## src/rtl/rx7_pkg.sv

```systemverilog
package rx7_pkg;
    localparam int unsigned DEF_LANES = 3;
    localparam int unsigned DEF_BITS  = 7;
    localparam int unsigned DEF_LOSS  = 16;
    localparam int unsigned DEF_LOCK  = 64;

    // first phase of the frame at which the output clock is high
    function automatic int unsigned clk_hi_first(input int unsigned bits);
        return bits - (bits + 1) / 2;
    endfunction
endpackage

```

## src/rtl/rx7_frame_track.sv

```systemverilog
module rx7_frame_track #(
    parameter int unsigned BITS     = 7,
    parameter int unsigned LOSS_CYC = 16,
    parameter int unsigned PW       = $clog2(BITS + 1)
) (
    input  logic          clk,
    input  logic          rst_n,
    input  logic          fclk_in,
    output logic          rise,
    output logic          cap,
    output logic [PW-1:0] cap_idx,
    output logic          done,
    output logic          lost,
    output logic [PW-1:0] ph_next
);
    localparam int unsigned CW = $clog2(LOSS_CYC + 1);
    localparam logic [PW-1:0] IDLE_PH = PW'(BITS);

    typedef struct packed {
        logic          fprev;
        logic [PW-1:0] phase;
        logic [CW-1:0] gap;
        logic          lost;
    } trk_t;

    trk_t trk_d, trk_q;

    always_comb begin
        trk_d       = trk_q;
        trk_d.fprev = fclk_in;
        rise        = fclk_in & ~trk_q.fprev;
        cap         = 1'b0;
        cap_idx     = '0;
        if (rise) begin
            cap         = 1'b1;
            trk_d.phase = PW'(1);
            trk_d.gap   = '0;
            trk_d.lost  = 1'b0;
        end else begin
            if (trk_q.gap != CW'(LOSS_CYC)) begin
                trk_d.gap = trk_q.gap + 1'b1;
            end
            trk_d.lost = (trk_d.gap == CW'(LOSS_CYC));
            if (trk_q.lost || trk_d.lost) begin
                trk_d.phase = IDLE_PH;
            end else if (trk_q.phase < IDLE_PH) begin
                cap         = 1'b1;
                cap_idx     = trk_q.phase;
                trk_d.phase = trk_q.phase + 1'b1;
            end
        end
        done    = cap && (cap_idx == PW'(BITS - 1));
        lost    = trk_q.lost;
        ph_next = trk_d.phase;
    end

    always_ff @(posedge clk or negedge rst_n) begin
        if (!rst_n) begin
            trk_q <= '{fprev: 1'b0, phase: IDLE_PH, gap: '0, lost: 1'b0};
        end else begin
            trk_q <= trk_d;
        end
    end


    realign_chk: assert property (@(posedge clk) disable iff (!rst_n)
        rise |=> (trk_q.phase == PW'(1) && !trk_q.lost));
endmodule

```

## src/rtl/rx7_lane_shift.sv

```systemverilog
module rx7_lane_shift #(
    parameter int unsigned BITS = 7,
    parameter int unsigned PW   = $clog2(BITS + 1)
) (
    input  logic            clk,
    input  logic            rst_n,
    input  logic            bit_in,
    input  logic            idle,
    input  logic            cap,
    input  logic [PW-1:0]   cap_idx,
    output logic [BITS-1:0] word_next
);
    typedef struct packed {
        logic [BITS-1:0] bits;
    } lane_t;

    lane_t lane_d, lane_q;

    always_comb begin
        lane_d = lane_q;
        if (cap) begin
            lane_d.bits[cap_idx] = bit_in | idle;
        end
        word_next = lane_d.bits;
    end

    always_ff @(posedge clk or negedge rst_n) begin
        if (!rst_n) begin
            lane_q <= '0;
        end else begin
            lane_q <= lane_d;
        end
    end
endmodule

```

## src/rtl/rx7_lock_timer.sv

```systemverilog
module rx7_lock_timer #(
    parameter int unsigned LOCK_FRAMES = 64
) (
    input  logic clk,
    input  logic rst_n,
    input  logic pd_n,
    input  logic rise,
    output logic locked
);
    localparam int unsigned CW = $clog2(LOCK_FRAMES + 1);

    typedef struct packed {
        logic [CW-1:0] cnt;
        logic          locked;
    } lck_t;

    lck_t lck_d, lck_q;

    always_comb begin
        lck_d = lck_q;
        if (!pd_n) begin
            lck_d = '0;
        end else if (!lck_q.locked && rise) begin
            lck_d.cnt = lck_q.cnt + 1'b1;
            if (lck_d.cnt == CW'(LOCK_FRAMES)) begin
                lck_d.locked = 1'b1;
            end
        end
        locked = lck_q.locked;
    end

    always_ff @(posedge clk or negedge rst_n) begin
        if (!rst_n) begin
            lck_q <= '0;
        end else begin
            lck_q <= lck_d;
        end
    end


    settle_count_chk: assert property (@(posedge clk) disable iff (!rst_n)
        (lck_q.locked && pd_n) |=> lck_q.locked);
endmodule

```

## src/rtl/rx7_deser.sv

```systemverilog
module rx7_deser #(
    parameter int unsigned LANES       = rx7_pkg::DEF_LANES,
    parameter int unsigned BITS        = rx7_pkg::DEF_BITS,
    parameter int unsigned LOSS_CYC    = rx7_pkg::DEF_LOSS,
    parameter int unsigned LOCK_FRAMES = rx7_pkg::DEF_LOCK
) (
    input  logic                  clk,
    input  logic                  rst_n,
    input  logic                  pd_n,
    input  logic                  fclk_in,
    input  logic [LANES-1:0]      lane_in,
    input  logic [LANES-1:0]      lane_idle,
    output logic [LANES*BITS-1:0] par_out,
    output logic                  out_clk
);
    localparam int unsigned W  = LANES * BITS;
    localparam int unsigned PW = $clog2(BITS + 1);
    localparam logic [PW-1:0] HI_FIRST = PW'(rx7_pkg::clk_hi_first(BITS));
    localparam logic [PW-1:0] HI_END   = PW'(BITS);

    logic          rise, cap, done, lost, locked;
    logic [PW-1:0] cap_idx, ph_next;
    logic [W-1:0]  asm_word;

    rx7_frame_track #(.BITS(BITS), .LOSS_CYC(LOSS_CYC), .PW(PW)) i_track (
        .clk(clk), .rst_n(rst_n), .fclk_in(fclk_in),
        .rise(rise), .cap(cap), .cap_idx(cap_idx), .done(done),
        .lost(lost), .ph_next(ph_next)
    );

    rx7_lock_timer #(.LOCK_FRAMES(LOCK_FRAMES)) i_lock (
        .clk(clk), .rst_n(rst_n), .pd_n(pd_n), .rise(rise), .locked(locked)
    );

    for (genvar g = 0; g < LANES; g++) begin : g_lane
        rx7_lane_shift #(.BITS(BITS), .PW(PW)) i_lane (
            .clk(clk), .rst_n(rst_n),
            .bit_in(lane_in[g]), .idle(lane_idle[g]),
            .cap(cap), .cap_idx(cap_idx),
            .word_next(asm_word[g*BITS +: BITS])
        );
    end

    typedef struct packed {
        logic [W-1:0] stage;
        logic         stage_vld;
        logic [W-1:0] dout;
        logic         dout_vld;
        logic         oclk;
    } out_t;

    out_t out_d, out_q;

    always_comb begin
        out_d = out_q;
        if (!pd_n || !locked) begin
            out_d.dout      = '0;
            out_d.dout_vld  = 1'b0;
            out_d.stage_vld = 1'b0;
            out_d.oclk      = 1'b0;
        end else begin
            if (lost) begin
                out_d.stage_vld = 1'b0;
            end
            if (done) begin
                out_d.stage     = asm_word;
                out_d.stage_vld = 1'b1;
                if (out_q.stage_vld) begin
                    out_d.dout     = out_q.stage;
                    out_d.dout_vld = 1'b1;
                end
            end
            out_d.oclk = out_d.dout_vld && (ph_next >= HI_FIRST) && (ph_next < HI_END);
        end
    end

    always_ff @(posedge clk or negedge rst_n) begin
        if (!rst_n) begin
            out_q <= '0;
        end else begin
            out_q <= out_d;
        end
    end

    assign par_out = out_q.dout;
    assign out_clk = out_q.oclk;


    pd_force_chk: assert property (@(posedge clk) disable iff (!rst_n)
        !pd_n |=> (par_out == '0 && !out_clk));


    settle_quiet_chk: assert property (@(posedge clk) disable iff (!rst_n)
        !locked |=> (par_out == '0 && !out_clk));


    data_quiet_chk: assert property (@(posedge clk) disable iff (!rst_n)
        (par_out != $past(par_out)) |-> !out_clk);


    strobe_stable_chk: assert property (@(posedge clk) disable iff (!rst_n)
        $rose(out_clk) |-> $stable(par_out));


    loss_hold_chk: assert property (@(posedge clk) disable iff (!rst_n)
        (lost && pd_n && locked) |=> $stable(par_out));
endmodule

```

## config.mk

```make
export PLATFORM = sky130hd
export DESIGN_NAME = rx7_deser
export DESIGN_NICKNAME = d
export VERILOG_FILES = /design/src/rtl/rx7_pkg.sv /design/src/rtl/rx7_frame_track.sv /design/src/rtl/rx7_lane_shift.sv /design/src/rtl/rx7_lock_timer.sv /design/src/rtl/rx7_deser.sv
export SDC_FILE = /design/constraint.sdc
export NUM_CORES = 1
export LEC_CHECK = 0
export BUFFER_PORTS_ARGS = -buffer_cell sky130_fd_sc_hd__buf_4
export CAP_MARGIN = 40
export CELL_PAD_IN_SITES_DETAIL_PLACEMENT = 1
export CELL_PAD_IN_SITES_GLOBAL_PLACEMENT = 1
export CORE_AREA = 2 2 92 94
export CTS_BUF_LIST = sky130_fd_sc_hd__clkbuf_8
export DETAILED_ROUTE_END_ITERATION = 8
export DIE_AREA = 0 0 94 96
export GPL_TIMING_DRIVEN = 0
export PLACE_DENSITY_LB_ADDON = 0.1
export SETUP_SLACK_MARGIN = 0.15
export SLEW_MARGIN = 10
export SYNTH_ARGS = -nofsm -noshare
export SYNTH_HDL_FRONTEND = slang
export SYNTH_SLANG_ARGS = --single-unit
```

## constraint.sdc

```tcl
create_clock -name clk -period 2.3 [get_ports clk]
set_input_delay 0.345 -clock clk [delete_from_list [all_inputs] [get_ports clk]]
set_output_delay 0.345 -clock clk [all_outputs]
set_load 0.02 [all_outputs]
```

### After elaboration in Yosys (flattened, before gate mapping)

Index checks and enable logic that the tools add are counted.
W data, S select, Z words.

| operators by class | value |
|---|---|
| add/subtract/negate cells | 3 |
| eq/ne operators | 6 |
| bitwise logic cells | 6 |
| mux-type cells | 27 |
| reductions and logical operators | 15 |
| order comparisons | 5 |

Operator list:

| cell | count |
|---|---|
| $mux W44 | 2 |
| $mux W24 | 1 |
| $mux W22 | 1 |
| $bwmux W7 | 3 |
| $mux W7 | 3 |
| $mux W8 | 2 |
| $mux W3 | 5 |
| $mux W5 | 2 |
| $mux W9 | 1 |
| $add A7 B1 Y7 const B | 1 |
| $eq A7 B7 Y1 const B | 1 |
| $lt A3 B3 Y1 const B | 2 |
| $mux W1 | 6 |
| $reduce_and A2 Y1 | 3 |
| $add A5 B1 Y5 const B | 1 |
| $eq A5 B5 Y1 const B | 1 |
| $logic_and A1 B1 Y1 | 5 |
| $ne A5 B5 Y1 const B | 1 |
| $lt A3 B4 Y1 const B | 1 |
| $ne A2 B1 Y1 const B | 2 |
| $reduce_bool A2 Y1 | 2 |
| $add A3 B1 Y3 const B | 1 |
| $demux W1 S3 | 1 |
| $eq A3 B3 Y1 const B | 1 |
| 8 further kinds | 13 |

| storage, ports and cells | value |
|---|---|
| word-level logic and storage cells | 76 |
| register bits | 84 |
| output and inout port bits | 22 |
| bits of input ports | 10 |

### Logic depth before layout (Yosys ltp)

| depth | value |
|---|---|
| depth in word-level cells | 18 |
| mapped depth | 9 |
| depth with buffers taken out | 7 |

### Cells and area by module

From an unflattened synthesis, not the netlist that was laid out.

| second synthesis, totals | value |
|---|---|
| cells, all modules | 299 |
| area, all modules | 4026.4 um2 |

Modules (own cells, without submodules):

| module | instances | cells an instance | area an instance (um2) |
|---|---|---|---|
| rx7_deser | 1 | 127 | 1895.6 |
| rx7_lane_shift | 3 | 23 | 354.1 |
| rx7_frame_track | 1 | 62 | 650.6 |
| rx7_lock_timer | 1 | 41 | 417.9 |

### Worst setup path before layout

No wires, ideal clock.

| timing | value |
|---|---|
| path kind | register to register |
| from | register i_track.trk_q[1] in the netlist's numbering |
| to | register g_lane[0].i_lane.lane_q[1] in the netlist's numbering |
| clock period less this slack | 2.069 ns |
| required time | 2.175 ns |
| slack | 0.231 ns |
| buffers on the path | 1 |
| arrival | 1.945 ns |
| stages on the path, launching flop included | 9 |
| cells stage by stage | dfrtp_1 > inv_1 > ha_1 > and2_1 > o32ai_2 > o22ai_4 > buf_6 > nand4_4 > mux2_2 |

| between the ends | value |
|---|---|
| longest elaborated chain between the ends | 13 |

RTL lines:

| item | line | text |
|---|---|---|
| from (decl) | rx7_frame_track.sv:26 | `trk_t trk_d, trk_q;` |
| from (signal assigned) | rx7_frame_track.sv:59 | `trk_q <= '{fprev: 1'b0, phase: IDLE_PH, gap: '0, lost: 1'b0};` |
| from (signal assigned) | rx7_frame_track.sv:61 | `trk_q <= trk_d;` |
| $add A5 B1 Y5 or $ne A5 B5 Y1 (tied branches) | rx7_frame_track.sv:41, rx7_frame_track.sv:40 |  |
| $mux W5 (*) | rx7_frame_track.sv:40 | `if (trk_q.gap != CW'(LOSS_CYC)) begin` |
| $mux W5 (*) | rx7_frame_track.sv:34 | `if (rise) begin` |
| $eq A5 B5 Y1 (*) | rx7_frame_track.sv:43 | `trk_d.lost = (trk_d.gap == CW'(LOSS_CYC));` |
| $logic_or A1 B1 Y1 (*) | rx7_frame_track.sv:44 | `if (trk_q.lost \|\| trk_d.lost) begin` |
| $mux W3 | rx7_frame_track.sv:44 |  |
| $mux W3 | rx7_frame_track.sv:34 |  |
| $lt A3 B4 Y1 (not written as such) or $ge A3 B1 Y1 (tied branches) | rx7_lane_shift.sv:22 | `lane_d.bits[cap_idx] = bit_in \| idle;` |
| $logic_and A1 B1 Y1 (not written as such) | rx7_lane_shift.sv:22 |  |
| $mux W1 (not written as such) | rx7_lane_shift.sv:22 |  |
| $demux W1 S3 | - |  |
| $bwmux W7 | rx7_lane_shift.sv:22 |  |
| $mux W7 (*) | rx7_lane_shift.sv:21 | `if (cap) begin` |
| via asm_word[1] | rx7_deser.sv:23 | `logic [W-1:0] asm_word;` |
| to (signal assigned) | rx7_lane_shift.sv:31 | `lane_q <= lane_d;` |
| to (decl) | rx7_lane_shift.sv:17 | `lane_t lane_d, lane_q;` |

Mark *: on every way through the listed nets, which the timed path passes. The rest lies on a longest branch. The select of a mux whose other input is x is not followed.
A chain may end at the register's enable or synchronous reset.

### Final worst setup path

| timing | value |
|---|---|
| from | register i_track.trk_q[1] in the netlist's numbering |
| to | register out_q[40] in the netlist's numbering |

| between the ends | value |
|---|---|
| longest elaborated chain between the ends | 15 |

RTL lines:

| item | line | text |
|---|---|---|
| $add A5 B1 Y5 or $ne A5 B5 Y1 (tied branches) | rx7_frame_track.sv:41, rx7_frame_track.sv:40 |  |
| $mux W5 (*) | rx7_frame_track.sv:40 |  |
| $mux W5 (*) | rx7_frame_track.sv:34 |  |
| $eq A5 B5 Y1 (*) | rx7_frame_track.sv:43 |  |
| $logic_or A1 B1 Y1 (*) | rx7_frame_track.sv:44 |  |
| $mux W3 | rx7_frame_track.sv:44 |  |
| $mux W3 | rx7_frame_track.sv:34 |  |
| $lt A3 B4 Y1 (not written as such) or $ge A3 B1 Y1 (tied branches) | rx7_lane_shift.sv:22 |  |
| $logic_and A1 B1 Y1 (not written as such) | rx7_lane_shift.sv:22 |  |
| $mux W1 (not written as such) | rx7_lane_shift.sv:22 |  |
| $demux W1 S3 | - |  |
| $bwmux W7 | rx7_lane_shift.sv:22 |  |
| $mux W7 | rx7_lane_shift.sv:21 |  |
| $mux W44 | rx7_deser.sv:65 | `if (done) begin` |
| $mux W44 | rx7_deser.sv:56 | `if (!pd_n \|\| !locked) begin` |
| to (signal assigned) | rx7_deser.sv:81 | `out_q <= out_d;` |
| to (decl) | rx7_deser.sv:52 | `out_t out_d, out_q;` |

Every way passes the cells marked *; elsewhere a longest branch is shown, timed or not. The select of a mux whose other input is x is not followed.

==> impl_results.md <==
- Number of core rows: 33
- Wire length of the first global-routing pass: 13.7 mm
- Final worst slack: 179 ps
- Gpl congestion: 0.783
- Data arrival at the endpoint of the critical path: 2370 ps
- Worst setup EP type: register
- Antenna-violating nets left: 0
- Final number of hold-violating endpoints: 0
- H-tree levels: 3
- Placeable Area: 0.00805 sq mm
- Final worst-path cycle share: 0.922
- Drt total wl: 8.09 mm
- Largest net degree at the start of global routing: 57
- Initial DRC Count: 56
- Switching pwr: 1.27 mW
- Post-synth ARST share: 1.00
- Post-synth EDFFs: 0
- Post-Syn Nets: 348
- GR Overflow Total: 0
- Worst-path clk slew: 80 ps
- PortBufs: 31
- Req. time, crit path: 2550 ps
- Category of the worst setup path launch point: register
- Power density over cell area: 857 mW/mm^2
- Number of global-route vias before repair: 2767
- Dominant register cell in the synthesized netlist: sky130_fd_sc_hd__dfrtp_1
- Internal power: 2.79 mW
- Share of the core filled with cells in the final layout: 0.588
- Fraction of power consumed by sequential logic: 0.441
- Setup TNS: 0 ps
- Least-Margin Pin Slew: 552 ps
- RSZ-0062 raised after global routing: true
- DPL Wire Length: 5.59 mm
- Clock tree root buffer cell: sky130_fd_sc_hd__clkbuf_8
- Met2 Usage GRT: 0.330
- Share of final-layout standard cells stronger than drive strength 1: 0.402
- Dpl ws: -13.8 ps
- Total number of nets in the final design: 397
- # IOs: 32
- Min-delay worst type: input port to register
- Detailed-routing iteration count for the pre-antenna-repair pass: 4
- Avg WL per Cell: 16.4 um
- Global-route track usage on met1: 0.256
- Signed area change from the synthesized netlist to the final layout: 19.9%
- Antenna violations before repair: 0
- Number of distinct library cells after synthesis: 47
- Area enclosed by the die boundary: 0.00902 sq mm
- Width of the die: 94 um
- Outcome: finished clean
- Mean cell area of the mapped netlist: 11.8 sq um
- Die H: 96 um
- TritonCTS clock tree: yes
- Number of buffers created by CTS: 9
- # Max-Cap Violations: 0
- Antenna cell count: 0
- Highest clock frequency the design can meet: 471 MHz
- Type of the worst setup path: register to register
- Cells after synthesis: 334
- Number of DRC violations after detailed routing: 0
- Seq/Total Area, Yosys: 0.514
- CP max FO: 10
- Fill cell count: 875
- Worst voltage drop across the vdd grid: 0.376 mV
- Final max-slew violation count: 0
- Total via count after detailed routing: 2612
- Number of synthesis warnings: 0
- Post-Synthesis Cell Area: 0.00395 sq mm
- Slew HR: 0.632
- All-layer global routing usage: 0.198
- Combinational cell fraction of total power: 0.285
- Initial Util: 0.490
- Total clock sinks: 81
- Worst skew pair latency: 370 ps
- Leakage power: 2.17 nW
- Sum of internal, switching and leakage power: 4.06 mW
- Global-route layer with the greatest usage: met2
- Vias/cell: 5.30
- Clock Power Share: 0.274
- Met3 demand-to-capacity share in global routing: 0.0305
- Min Clock Period, post-route: 2120 ps
- Largest buffer count on any clock path: 2
- Switching power as a share of total power: 0.313
- Clock Skews: 14.7 ps
- FF+latch count, synth: 81
- Final number of setup-violating endpoints: 0
## registers in the layout, summed over array words and instances (netlist names)
name / count
i_lock.lck_q: 7
out_q: 23
i_track.trk_q: 9
g_lane.i_lane.lane_q: 18
par_out: 21
out_clk: 1
i_lock.locked: 1
i_track.lost: 1
## timing repair
action	4_1_cts	5_1_grt
setup buffers	5	1
cloned	0	0
hold buffers	1	0
hold endpoints to repair	25	0
pin swaps	2	6
resized for setup	13	20
setup endpoints to repair	59	59
## layer usage
metal  part of all wire  routed length (um)
met4              0.019                 155
met3              0.022                 179
met5                  0                   0
met1               0.47                3830
met2               0.49                3930
## cell families (layout without fill, tap and decap cells)
family,count (synthesis),in the layout,synth area share
AND/OR/NAND/NOR,91,91,0.139
flip-flops,81,81,0.514
AO/OA/AOI/OAI,58,58,0.0900
buffers and inverters,46,100,0.0754
multiplexers,43,43,0.144
XOR/XNOR,11,11,0.0244
adder cells (fa/ha/maj),4,4,0.0127
## final cells by class
| type | instances | area, sq um | share of cell area |
|---|---|---|---|
| buffer | 42 | 310 | 0.0655 |
| clock buffer | 10 | 138 | 0.0291 |
| clock inverter | 6 | 75.1 | 0.0159 |
| inverter | 3 | 11.3 | 0.00238 |
| multi-input combinational | 207 | 1720 | 0.363 |
| sequential | 81 | 2030 | 0.429 |
| tap | 105 | 131 | 0.0277 |
| timing repair buffer | 39 | 319 | 0.0674 |
## final timing paths
check	from	end	slack (ps)	cells after the start
min in group asynchronous	rst_n	par_out[8]	430	2
setup reg to reg	i_track.trk_q[1]	out_q[40]	180	7
hold / removal	fclk_in	i_track.trk_q[9]	100	1
max in group asynchronous	rst_n	i_track.trk_q[6]	1220	3
hold reg to reg	out_q[1]	out_q[1]	490	2
setup / recovery	i_track.trk_q[1]	out_q[40]	180	7
## layout by cell type, fill, tap and decap left out, types with 3 or more instances in the layout
cell type,netlist,final
sky130_fd_sc_hd__mux2_4,20,29
sky130_fd_sc_hd__and2_1,6,5
sky130_fd_sc_hd__buf_4,24,60
sky130_fd_sc_hd__nor2_1,13,12
sky130_fd_sc_hd__nor3_1,5,5
sky130_fd_sc_hd__clkbuf_8,0,10
sky130_fd_sc_hd__mux2_2,20,11
sky130_fd_sc_hd__a21oi_1,26,26
sky130_fd_sc_hd__nand2b_1,3,3
sky130_fd_sc_hd__clkbuf_1,9,6
sky130_fd_sc_hd__buf_2,4,3
sky130_fd_sc_hd__xnor2_1,7,7
sky130_fd_sc_hd__dfrtp_1,78,78
sky130_fd_sc_hd__buf_8,0,3
sky130_fd_sc_hd__nand3_1,26,26
sky130_fd_sc_hd__dfstp_2,3,3
sky130_fd_sc_hd__nor2b_1,4,4
sky130_fd_sc_hd__o21ai_0,25,25
sky130_fd_sc_hd__nand2_1,12,12
sky130_fd_sc_hd__or2_2,3,3
sky130_fd_sc_hd__xor2_1,4,4
sky130_fd_sc_hd__buf_6,4,4
## worst max-delay path: stages, from the launching register on
cell	delay, ps
sky130_fd_sc_hd__dfrtp_1	410
sky130_fd_sc_hd__buf_4	160
sky130_fd_sc_hd__ha_4	180
sky130_fd_sc_hd__a2111oi_4	420
sky130_fd_sc_hd__o22ai_4	200
sky130_fd_sc_hd__nand3_4	140
sky130_fd_sc_hd__buf_8	180
sky130_fd_sc_hd__mux2_4	310
## power groups by stage
| stage | clock network (mW) | registers, mW | logic, mW |
|---|---|---|---|
| after floorplan | 0 | 1.75 | 0.799 |
| after global placement | 0 | 1.78 | 0.944 |
| after detailed placement | 0 | 1.79 | 0.996 |
| after CTS | 1.14 | 1.76 | 1.10 |
| after global routing | 1.19 | 1.82 | 1.26 |
| final | 1.11 | 1.79 | 1.16 |
## through the flow
step,std cells,hold WS (ps),area (sq um)
3_3_place_gp,470,467,4310
5_1_grt,493,100,4740
4_1_cts,493,90.4,4650
2_1_floorplan,334,49.4,3950
6_report,493,100,4740
3_5_place_dp,471,283,4340
## synth_stat cells, drive strengths merged (2+ instances only)
library cell,count,share of area
dfrtp,78,0.49
mux2,40,0.13
buf,34,0.064
nand3,28,0.040
a21oi,26,0.033
o21ai,25,0.032
nor2,14,0.015
nand2,12,0.011
clkbuf,9,0.0086
xnor2,7,0.016
and2,6,0.0095
nor3,5,0.0063
ha,4,0.013
nand2b,4,0.0082
nand4,4,0.014
nor2b,4,0.0063
xor2,4,0.0089
and3,3,0.0060
dfstp,3,0.020
inv,3,0.0029
or2,3,0.0048
a31oi,2,0.0048
mux2i,2,0.0051
nand4b,2,0.0044
nor3b,2,0.0051
nor4,2,0.0048
(Power assumes the default switching activity.)
